`src/rtl/dq_pkg.sv`:
```
// Shared definitions for the dual-queue FIFO.
// Assumes: exactly two queue slots exist; queue 1 is idle in single mode.
package dq_pkg;
    localparam int QN = 2;

    typedef enum logic {
        Q_SINGLE = 1'b0,
        Q_DUAL   = 1'b1
    } qmode_e;
endpackage

```
`src/rtl/dq_store.sv`:
```
// Register-array word store with one write port and one asynchronous read port.
// Assumes: the caller never reads a location in the cycle it writes it.
module dq_store #(
    parameter int DATA_W = 8,
    parameter int DEPTH  = 16,
    localparam int AW    = $clog2(DEPTH)
) (
    input  logic              clk,
    input  logic              we,
    input  logic [AW-1:0]     waddr,
    input  logic [DATA_W-1:0] wdata,
    input  logic [AW-1:0]     raddr,
    output logic [DATA_W-1:0] rdata
);
    logic [DATA_W-1:0] mem [DEPTH];

    // Store the incoming word on a write strobe.
    always_ff @(posedge clk) begin
        if (we) begin
            mem[waddr] <= wdata;
        end
    end

    // Present the addressed word to the output register.
    assign rdata = mem[raddr];
endmodule

```
`src/rtl/dq_queue_ctl.sv`:
```
// Pointer set for one queue: write, read and mark offsets, each with a wrap bit.
// Offsets count 0..last_off and then wrap; full and empty are decided
// from the offset and wrap bit pairs.
// Assumes: wr_go and rd_go are only raised when the matching flag allows it,
// and last_off changes only while in reset.
module dq_queue_ctl #(
    parameter int OFF_W = 4
) (
    input  logic             clk,
    input  logic             rst_n,
    input  logic [OFF_W-1:0] last_off,
    input  logic             wr_go,
    input  logic             rd_go,
    input  logic             mark_go,
    input  logic             rexmit_go,
    output logic [OFF_W-1:0] wr_off,
    output logic [OFF_W-1:0] rd_off,
    output logic             full,
    output logic             empty
);
    logic             wr_wrap, rd_wrap, mk_wrap;
    logic [OFF_W-1:0] mk_off;

    // Advance or rewind the pointers; mark captures the read location.
    always_ff @(posedge clk) begin
        if (!rst_n) begin
            wr_off  <= '0;
            wr_wrap <= 1'b0;
            rd_off  <= '0;
            rd_wrap <= 1'b0;
            mk_off  <= '0;
            mk_wrap <= 1'b0;
        end else begin
            if (wr_go) begin
                if (wr_off == last_off) begin
                    wr_off  <= '0;
                    wr_wrap <= ~wr_wrap;
                end else begin
                    wr_off <= wr_off + 1'b1;
                end
            end
            if (rexmit_go) begin
                rd_off  <= mk_off;
                rd_wrap <= mk_wrap;
            end else if (rd_go) begin
                if (rd_off == last_off) begin
                    rd_off  <= '0;
                    rd_wrap <= ~rd_wrap;
                end else begin
                    rd_off <= rd_off + 1'b1;
                end
            end
            if (mark_go && !rexmit_go) begin
                mk_off  <= rd_off;
                mk_wrap <= rd_wrap;
            end
        end
    end

    // Decide the flags from the pointer pairs.
    assign full  = (wr_off == rd_off) && (wr_wrap != rd_wrap);
    assign empty = (wr_off == rd_off) && (wr_wrap == rd_wrap);

    // Occupancy, used only by the checks below.
    logic [OFF_W:0] occ, cap;
    always_comb begin
        cap = {1'b0, last_off} + 1'b1;
        if (wr_wrap == rd_wrap) occ = {1'b0, wr_off} - {1'b0, rd_off};
        else                    occ = cap - {1'b0, rd_off} + {1'b0, wr_off};
    end

    AST_RESET_EMPTY: assert property (@(posedge clk)
        !rst_n |=> (empty && !full));
    AST_NO_OVERFLOW: assert property (@(posedge clk) disable iff (!rst_n)
        occ <= cap);
    AST_NO_UNDERFLOW: assert property (@(posedge clk) disable iff (!rst_n)
        (empty && !rexmit_go) |=> $stable(rd_off));
    AST_RETX_TO_MARK: assert property (@(posedge clk) disable iff (!rst_n)
        rexmit_go |=> (rd_off == $past(mk_off) && rd_wrap == $past(mk_wrap)));
endmodule

```
`src/rtl/dualq_fifo.sv`:
```
// Single-clock FIFO whose store acts as one queue or as two half-size queues.
// Each queue has its own pointer set; the read side supports skip,
// mark and retransmit, and a registered output with per-queue valid strobes.
// Assumes: DEPTH is a power of two of at least 4; dual_mode changes only in reset.
module dualq_fifo
    import dq_pkg::*;
#(
    parameter int DATA_W = 8,
    parameter int DEPTH  = 16
) (
    input  logic              clk,
    input  logic              rst_n,
    input  logic              dual_mode,
    input  logic              wr_en,
    input  logic              wr_qsel,
    input  logic [DATA_W-1:0] wr_data,
    input  logic              rd_en,
    input  logic              rd_qsel,
    input  logic              rd_oe,
    input  logic              mark,
    input  logic              rexmit,
    output logic [DATA_W-1:0] rd_data,
    output logic [1:0]        dval_n,
    output logic              full_n,
    output logic              empty_n
);
    localparam int AW   = $clog2(DEPTH);
    localparam int HALF = DEPTH / 2;
    localparam logic [AW-1:0] LAST_ALL  = AW'(DEPTH - 1);
    localparam logic [AW-1:0] LAST_HALF = AW'(HALF - 1);
    localparam logic [AW-1:0] BASE_HI   = AW'(HALF);

    qmode_e mode;
    logic   wsel, rsel, wsel_ok, rsel_ok;
    logic [QN-1:0] wr_go, rd_go, mark_go, rx_go, full_q, empty_q;
    logic [AW-1:0] wr_off_q [QN];
    logic [AW-1:0] rd_off_q [QN];
    logic [AW-1:0] last_q   [QN];
    logic [AW-1:0] waddr, raddr;
    logic [DATA_W-1:0] mem_rd;

    // Resolve the mode and the effective queue selects.
    assign mode    = dual_mode ? Q_DUAL : Q_SINGLE;
    assign wsel_ok = (mode == Q_DUAL) || !wr_qsel;
    assign rsel_ok = (mode == Q_DUAL) || !rd_qsel;
    assign wsel    = (mode == Q_DUAL) ? wr_qsel : 1'b0;
    assign rsel    = (mode == Q_DUAL) ? rd_qsel : 1'b0;

    // One pointer set per queue slot, with its own strobes.
    for (genvar q = 0; q < QN; q++) begin : g_q
        assign last_q[q]  = (q == 0 && mode == Q_SINGLE) ? LAST_ALL : LAST_HALF;
        assign wr_go[q]   = wr_en && wsel_ok && (wr_qsel == 1'(q)) && !full_q[q];
        assign rx_go[q]   = rexmit && rsel_ok && (rd_qsel == 1'(q));
        assign rd_go[q]   = rd_en && rsel_ok && (rd_qsel == 1'(q)) && !empty_q[q]
                            && !rx_go[q];
        assign mark_go[q] = mark && rd_go[q];

        dq_queue_ctl #(.OFF_W(AW)) u_ctl (
            .clk       (clk),
            .rst_n     (rst_n),
            .last_off  (last_q[q]),
            .wr_go     (wr_go[q]),
            .rd_go     (rd_go[q]),
            .mark_go   (mark_go[q]),
            .rexmit_go (rx_go[q]),
            .wr_off    (wr_off_q[q]),
            .rd_off    (rd_off_q[q]),
            .full      (full_q[q]),
            .empty     (empty_q[q])
        );
    end

    // Map queue offsets onto physical store addresses.
    assign waddr = (wsel ? BASE_HI : '0) + wr_off_q[wsel];
    assign raddr = (rsel ? BASE_HI : '0) + rd_off_q[rsel];

    dq_store #(.DATA_W(DATA_W), .DEPTH(DEPTH)) u_store (
        .clk   (clk),
        .we    (|wr_go),
        .waddr (waddr),
        .wdata (wr_data),
        .raddr (raddr),
        .rdata (mem_rd)
    );

    // Output register and valid strobes; skipped reads leave them alone.
    always_ff @(posedge clk) begin
        if (!rst_n) begin
            rd_data <= '0;
            dval_n  <= 2'b11;
        end else begin
            dval_n <= 2'b11;
            if ((|rd_go) && rd_oe) begin
                rd_data      <= mem_rd;
                dval_n[rsel] <= 1'b0;
            end
        end
    end

    // Flags follow the queue each port has selected.
    assign full_n  = !full_q[wsel];
    assign empty_n = !empty_q[rsel];

    AST_DVAL_ONEHOT: assert property (@(posedge clk) disable iff (!rst_n)
        $onehot0(~dval_n));
    AST_SKIP_HOLD: assert property (@(posedge clk) disable iff (!rst_n)
        (rd_en && !rd_oe) |=> ($stable(rd_data) && dval_n == 2'b11));
    AST_SINGLE_Q1_IDLE: assert property (@(posedge clk) disable iff (!rst_n)
        (mode == Q_SINGLE) |-> !(wr_go[1] || rd_go[1]));
endmodule

```
`config.mk`:
```
export PLATFORM = sky130hd
export DESIGN_NAME = dualq_fifo
export DESIGN_NICKNAME = d
export VERILOG_FILES = /design/src/rtl/dq_pkg.sv /design/src/rtl/dq_store.sv /design/src/rtl/dq_queue_ctl.sv /design/src/rtl/dualq_fifo.sv
export SDC_FILE = /design/constraint.sdc
export NUM_CORES = 1
export LEC_CHECK = 0
export ABC_CLOCK_PERIOD_IN_PS = 5110
export CORE_ASPECT_RATIO = 1.25
export CORE_UTILIZATION = 45
export DETAILED_ROUTE_END_ITERATION = 8
export HOLD_SLACK_MARGIN = 0.15
export PLACE_DENSITY = 0.64
export SETUP_SLACK_MARGIN = 0.2
export SYNTH_ARGS = -nofsm -noshare
export SYNTH_HDL_FRONTEND = slang
export SYNTH_SLANG_ARGS = --single-unit
```
`constraint.sdc`:
```
create_clock -name clk -period 5.11 [get_ports clk]
set_clock_uncertainty 0.1 [all_clocks]
set_input_delay 1.022 -clock clk [delete_from_list [all_inputs] [get_ports clk]]
set_output_delay 1.022 -clock clk [all_outputs]
set_load 0.01 [all_outputs]
```
# == After elaboration in Yosys (flattened, before gate mapping) ==
# Memories as Yosys holds them, arrays and structs flattened. A register that Yosys moved wholly into a read port is not among the register bits.
# Cells that the tools add are included.
# totals
reg_bits,32
mem_count,1
ram_bits,128
in_bits,18
wordCells,127
out_inout_bits,12
# op_classes
eq_ne,10
reduce_logical,49
bitwise,9
muxes,34
n_addsub,6
order_cmp,5
# mem_list
name,words,word_bits,read_ports,rd_ports_with_merged_regs,write_ports,line_no,source
u_store.mem,16,8,1,1,1,dq_store.sv:15,logic [DATA_W-1:0] mem [DEPTH];
# op_table
operator,n
4-bit 2-to-1 mux,17
1-bit logical AND,25
4-bit by 1-bit adder with 4-bit output (second input constant),4
4-bit == test,4
1-bit 2-to-1 mux,16
1-bit logical NOT,11
2-bit AND reduction,5
4-bit adder,2
4-bit by 3-bit == test with 1-bit output (second input constant),2
2-bit nonzero test,4
1-bit inverter,6
2-bit greater-or-equal comparator (second input constant),2
1-bit by 2-bit less-than comparator with 1-bit output (second input constant),2
1-bit inverter with 2-bit output,2
2-bit OR reduction,2
1-bit == test,2
1-bit logical OR,2
1-bit inequality test,2
2-bit inverter,1
1-bit demux with 1-bit select,1
1-bit greater-or-equal comparator (second input constant),1

# == Depth between registers and ports, before layout ==
# depth
depth_word,9
depth_mapped,9
mapped_depth_nobuf,6

# == Modules after synthesis ==
# From an unflattened synthesis, not the netlist that was laid out.
# hier_totals
cells_unflattened,488
hier_area_um2,7339.5
# by_module_without_submodules
mod,cells_each,area_each_um2,instances,seq_area_each_um2
dq_store,221,4987.3,1,3843.7
dq_queue_ctl,98,882.1,2,300.3
dualq_fifo,71,588.1,1,200.2

# == Worst setup path before layout ==
# No wires, ideal clock.
# synth_timing
path_kind,input to register
from,input port dual_mode
to,memory u_store.mem[4][0] (enable)
required_time_ns,4.640
arrival_time_ns,2.581
path_slack_ns,2.059
setup_ns,0.370
path_buffers,2
path_stages,8
path_cell_list,buf_6 > and2_1 > buf_1 > nand2_1 > a21oi_2 > o21bai_1 > or2_2 > nor2_1
# synth_between
elab_chain_len,8
elab_cells_between_ends,17
cone_classes,add/sub (1); mux (8); bitwise (1); reduce/logical (7)
# synth_lines
element,line_no,source
from (decl),dualq_fifo.sv:13,"input logic dual_mode,"
1-bit 2-to-1 mux (*),dualq_fifo.sv:43,assign mode = dual_mode ? Q_DUAL : Q_SINGLE;
branches (longest 7 deep; another with 4-bit adder),n/a,
to (decl),dq_store.sv:15,
# Mark *: on every way between the ends. The select of a mux whose other input is x is not followed.

# == Worst setup path after layout ==
# layout_timing
from,input port dual_mode
to,output port empty_n
# layout_between
elab_chain_len,5
# layout_lines
element,line_no,source
1-bit 2-to-1 mux,dualq_fifo.sv:43,
1-bit 2-to-1 mux,dualq_fifo.sv:47,assign rsel = (mode == Q_DUAL) ? rd_qsel : 1'b0;
1-bit 2-to-1 mux (not written as such) (2 in series),dualq_fifo.sv:102,assign empty_n = !empty_q[rsel];
1-bit logical NOT,dualq_fifo.sv:102,
to (decl),dualq_fifo.sv:25,output logic empty_n
# No other way between the ends. The select of a mux whose other input is x is not followed.

==> out/qor.csv <==
metric,value,unit
Hold Path Class,reg2reg,
placed cells,715,
min Tclk post-route,3950,ps
Starting DRT DRC Count,347,
Clock Path Buffers,2,
Syn Inst Count,483,
# IOs,30,
Global Route Usage Sum,20.6,%
CP dominant cell by count,clkdlybuf4s50_1,
crit path DAT,2820,ps
crit-path cells,"clkdlybuf4s50_1, nand2_1, and3_1, a21oi_1, clkdlybuf4s50_1",
antenna violation net count after detailed routing,0,
DPL Wire Length,10.1,mm
Final Hold Viols,0,
Fill cells,1327,
Fmax,0.253,GHz
synthesized area,7140,um2
RSZ-0062 raised after global routing,false,
setup TNS,0,ps
Pleak,2.75,nW
Crit. End Element,output pin,
clock insertion delay at the later pin of the skew report,420,ps
WHS,360,ps
Pwr Total,2.90,mW
dpl cell area,7670,um2
number of flops mapped to enable cells by yosys,128,
diode count,0,
Max H-tree Level,4,
Synth cell types,58,
Residual DRC,0,
Synth async-reset ratio,0,%
Post-Route Utilization,53.1,%
post-CTS setup buffers,0,
Worst-Margin Slew,1120,ps
Yosys top cell area share,53.8,%
FP Rows,51,
Gate power share,4.9,%
Synth Flop Type,edfxtp_1,
Cell Pwr Density,352,nW/um2
CP startpoint kind,primary input,
Post-CTS Resized,0,
Psw,581,uW
initial core utilization,45.9,%
GPL Wtd Cong,0.854,
Rel. slew slack,24.7,%
die area,16400,um2
Final Non-Filler Cells,747,
register area share after synthesis,65.0,%
Post-CTS Hold Buffers,0,
outcome,finished clean,
die height,143,um
initial antenna violation count,0,
average routed wire per standard cell,21.0,um
#FFs+latches synth,168,
P&R area growth vs syn,15.7,%
Pins Over Slew Limit,0,
fin crit share,77.2,%
via count,4285,
reported max-cap violation count,0,
Num CTS Buffers,17,
WP data required,3990,ps
PnR worst setup slack,1160,ps
Detailed Route WL,15.7,mm
type of the worst setup path,in2out,
number of global-route vias before repair,4323,
post-DR vias/cell,5.74,
Place WS,995,ps
Sw Share,20.0,%
max incr delay on CP,630,ps
Max VDD drop,0.233,mV
top post-synthesis cells by area,"edfxtp_1 54%, dfxtp_1 11%, mux4_1 5.2%",
dominant cell type by area after synthesis,edfxtp_1,
syn_area_per_cell,14.8,um2
first-pass GRT wire length,24.1,mm
Die W,115,um
Clk network pwr share,43.7,%
"Net Count, Synth",505,
Seq pwr share,51.3,%
slowest CP cell,clkdlybuf4s50_1,
Setup Viol. Count Final,0,
CTS tree,yes,
CORE AREA,15600,um2
IO Port Bufs,29,
"Design Area, Final",8260,um2
largest net degree at the start of global routing,36,
Clock Tree Root,clkbuf_16,
CP max FO,8,
internal power,2.32,mW
Clock Pin Slew Worst Setup and Hold Paths,50,ps
fraction of layout cells with a size suffix above 1,13.8,%
grt ovf,0,
CTS Sinks,168,
yosys warns,0,
fin nets,544,
1st-pass router iterations,5,
-- cells in the mapped netlist, types with 2 or more instances --
| master | n |
|---|---|
| o21ai_1 | 3 |
| a31oi_1 | 15 |
| and3_1 | 3 |
| nor2b_1 | 3 |
| buf_1 | 2 |
| edfxtp_1 | 128 |
| nor3_1 | 3 |
| mux4_2 | 15 |
| nand2b_1 | 4 |
| mux2_2 | 2 |
| nand3_1 | 19 |
| dfxtp_1 | 40 |
| or3_1 | 2 |
| and2_1 | 4 |
| ha_1 | 4 |
| nor4_4 | 2 |
| buf_6 | 3 |
| mux2i_1 | 8 |
| a21oi_2 | 3 |
| nor2_1 | 34 |
| inv_1 | 6 |
| xor2_1 | 15 |
| o31ai_1 | 4 |
| a21oi_1 | 27 |
| a221oi_1 | 2 |
| nor3b_1 | 3 |
| o21ai_0 | 15 |
| xnor2_1 | 3 |
| or4_1 | 3 |
| mux2_4 | 2 |
| a22oi_1 | 16 |
| clkbuf_1 | 6 |
| buf_2 | 10 |
| nand2_1 | 35 |
| nand3b_1 | 3 |
| mux4_1 | 14 |
-- cells by family (layout without fill, tap and decap cells) --
logic type / count (synthesis) / count (layout) / share of synthesized area (%)
XOR/XNOR: 18 / 18 / 2.21
adder cells (fa/ha/maj): 4 / 4 / 0.701
buffers and inverters: 31 / 83 / 2.58
multiplexers: 42 / 42 / 12.1
AND/OR/NAND/NOR: 122 / 122 / 8.50
flip-flops: 168 / 168 / 65.0
AO/OA/AOI/OAI: 98 / 98 / 8.94
-- final cells by class --
| cell class | count | area (um2) | area share [%] |
|---|---|---|---|
| inverters | 6 | 22.5 | 0.273 |
| clock buffers | 24 | 462 | 5.59 |
| clock inverters | 8 | 125 | 1.51 |
| flip-flops and latches | 168 | 4640 | 56.2 |
| repair buffers | 45 | 423 | 5.12 |
| well taps | 212 | 265 | 3.21 |
| multi-input cells | 284 | 2320 | 28.1 |
-- layout by cell type (no fill, tap or decap), types with 2 or more instances in the layout --
| master | synthesis | layout |
|---|---|---|
| a21oi_1 | 27 | 27 |
| a21oi_2 | 3 | 3 |
| a221oi_1 | 2 | 2 |
| a22oi_1 | 16 | 16 |
| a31oi_1 | 15 | 15 |
| and2_1 | 4 | 4 |
| and3_1 | 3 | 3 |
| buf_4 | 1 | 15 |
| bufinv_16 | 0 | 3 |
| clkbuf_1 | 6 | 6 |
| clkbuf_16 | 0 | 17 |
| clkdlybuf4s50_1 | 0 | 29 |
| clkinv_2 | 0 | 2 |
| clkinv_4 | 0 | 2 |
| dfxtp_1 | 40 | 40 |
| edfxtp_1 | 128 | 128 |
| ha_1 | 4 | 4 |
| inv_1 | 6 | 6 |
| mux2_2 | 2 | 2 |
| mux2_4 | 2 | 2 |
| mux2i_1 | 8 | 8 |
| mux4_1 | 14 | 14 |
| mux4_2 | 15 | 15 |
| nand2_1 | 35 | 35 |
| nand2b_1 | 4 | 4 |
| nand3_1 | 19 | 19 |
| nand3b_1 | 3 | 3 |
| nor2_1 | 34 | 34 |
| nor2b_1 | 3 | 3 |
| nor3_1 | 3 | 3 |
| nor3b_1 | 3 | 3 |
| nor4_4 | 2 | 2 |
| o21ai_0 | 15 | 15 |
| o21ai_1 | 3 | 3 |
| o31ai_1 | 4 | 3 |
| or3_1 | 2 | 2 |
| or4_1 | 3 | 3 |
| xnor2_1 | 3 | 3 |
| xor2_1 | 15 | 15 |
-- path summary, 6_finish.rpt --
check | startpoint | endpoint | slack [ps] | depth (start not counted)
worst max-delay path | dual_mode | empty_n | 1160 | 5
worst min-delay path | g_q[1].u_ctl.mk_off[2]$_SDFFE_PN0P_ | g_q[1].u_ctl.mk_off[2]$_SDFFE_PN0P_ | 360 | 2
worst max register to register | g_q[0].u_ctl.rd_off[3]$_SDFFE_PN0P_ | u_store.mem[0][7]$_DFFE_PP_ | 2050 | 6
worst min register to register | g_q[1].u_ctl.mk_off[2]$_SDFFE_PN0P_ | g_q[1].u_ctl.mk_off[2]$_SDFFE_PN0P_ | 360 | 2
-- routing by layer --
| metal | global-route usage [%] | vias to the layer above | wire (um) |
|---|---|---|---|
| li1 | - | 1969 | - |
| met5 | 0 | - | 0 |
| met2 | 35.1 | 108 | 8150 |
| met3 | 4.33 | 21 | 649 |
| met4 | 8.41 | 0 | 289 |
| met1 | 25.5 | 2187 | 6560 |
-- critical path: cells and delay by family --
kind	cells	cell delay, ps
buf+inv	2	1190
simple gates	2	500
compound gates	1	120
-- power groups by stage --
stage          Combinational [mW]  Sequential [mW]  Clock [mW]
6_report                    0.144             1.49        1.27
5_1_grt                     0.157             1.49        1.34
4_1_cts                     0.145             1.49        1.29
3_5_place_dp                0.145             1.52           0
3_3_place_gp                0.141             1.52           0
2_1_floorplan              0.0925             1.51           0
-- state kept, by name (all words and copies together), names as in the netlist --
name / count
u_store.mem: 128
g_q.u_ctl.mk_off: 8
g_q.u_ctl.rd_off: 8
g_q.u_ctl.wr_off: 8
rd_data: 8
dval_n: 2
g_q.u_ctl.mk_wrap: 2
g_q.u_ctl.rd_wrap: 2
g_q.u_ctl.wr_wrap: 2
(Power assumes the default switching activity.)
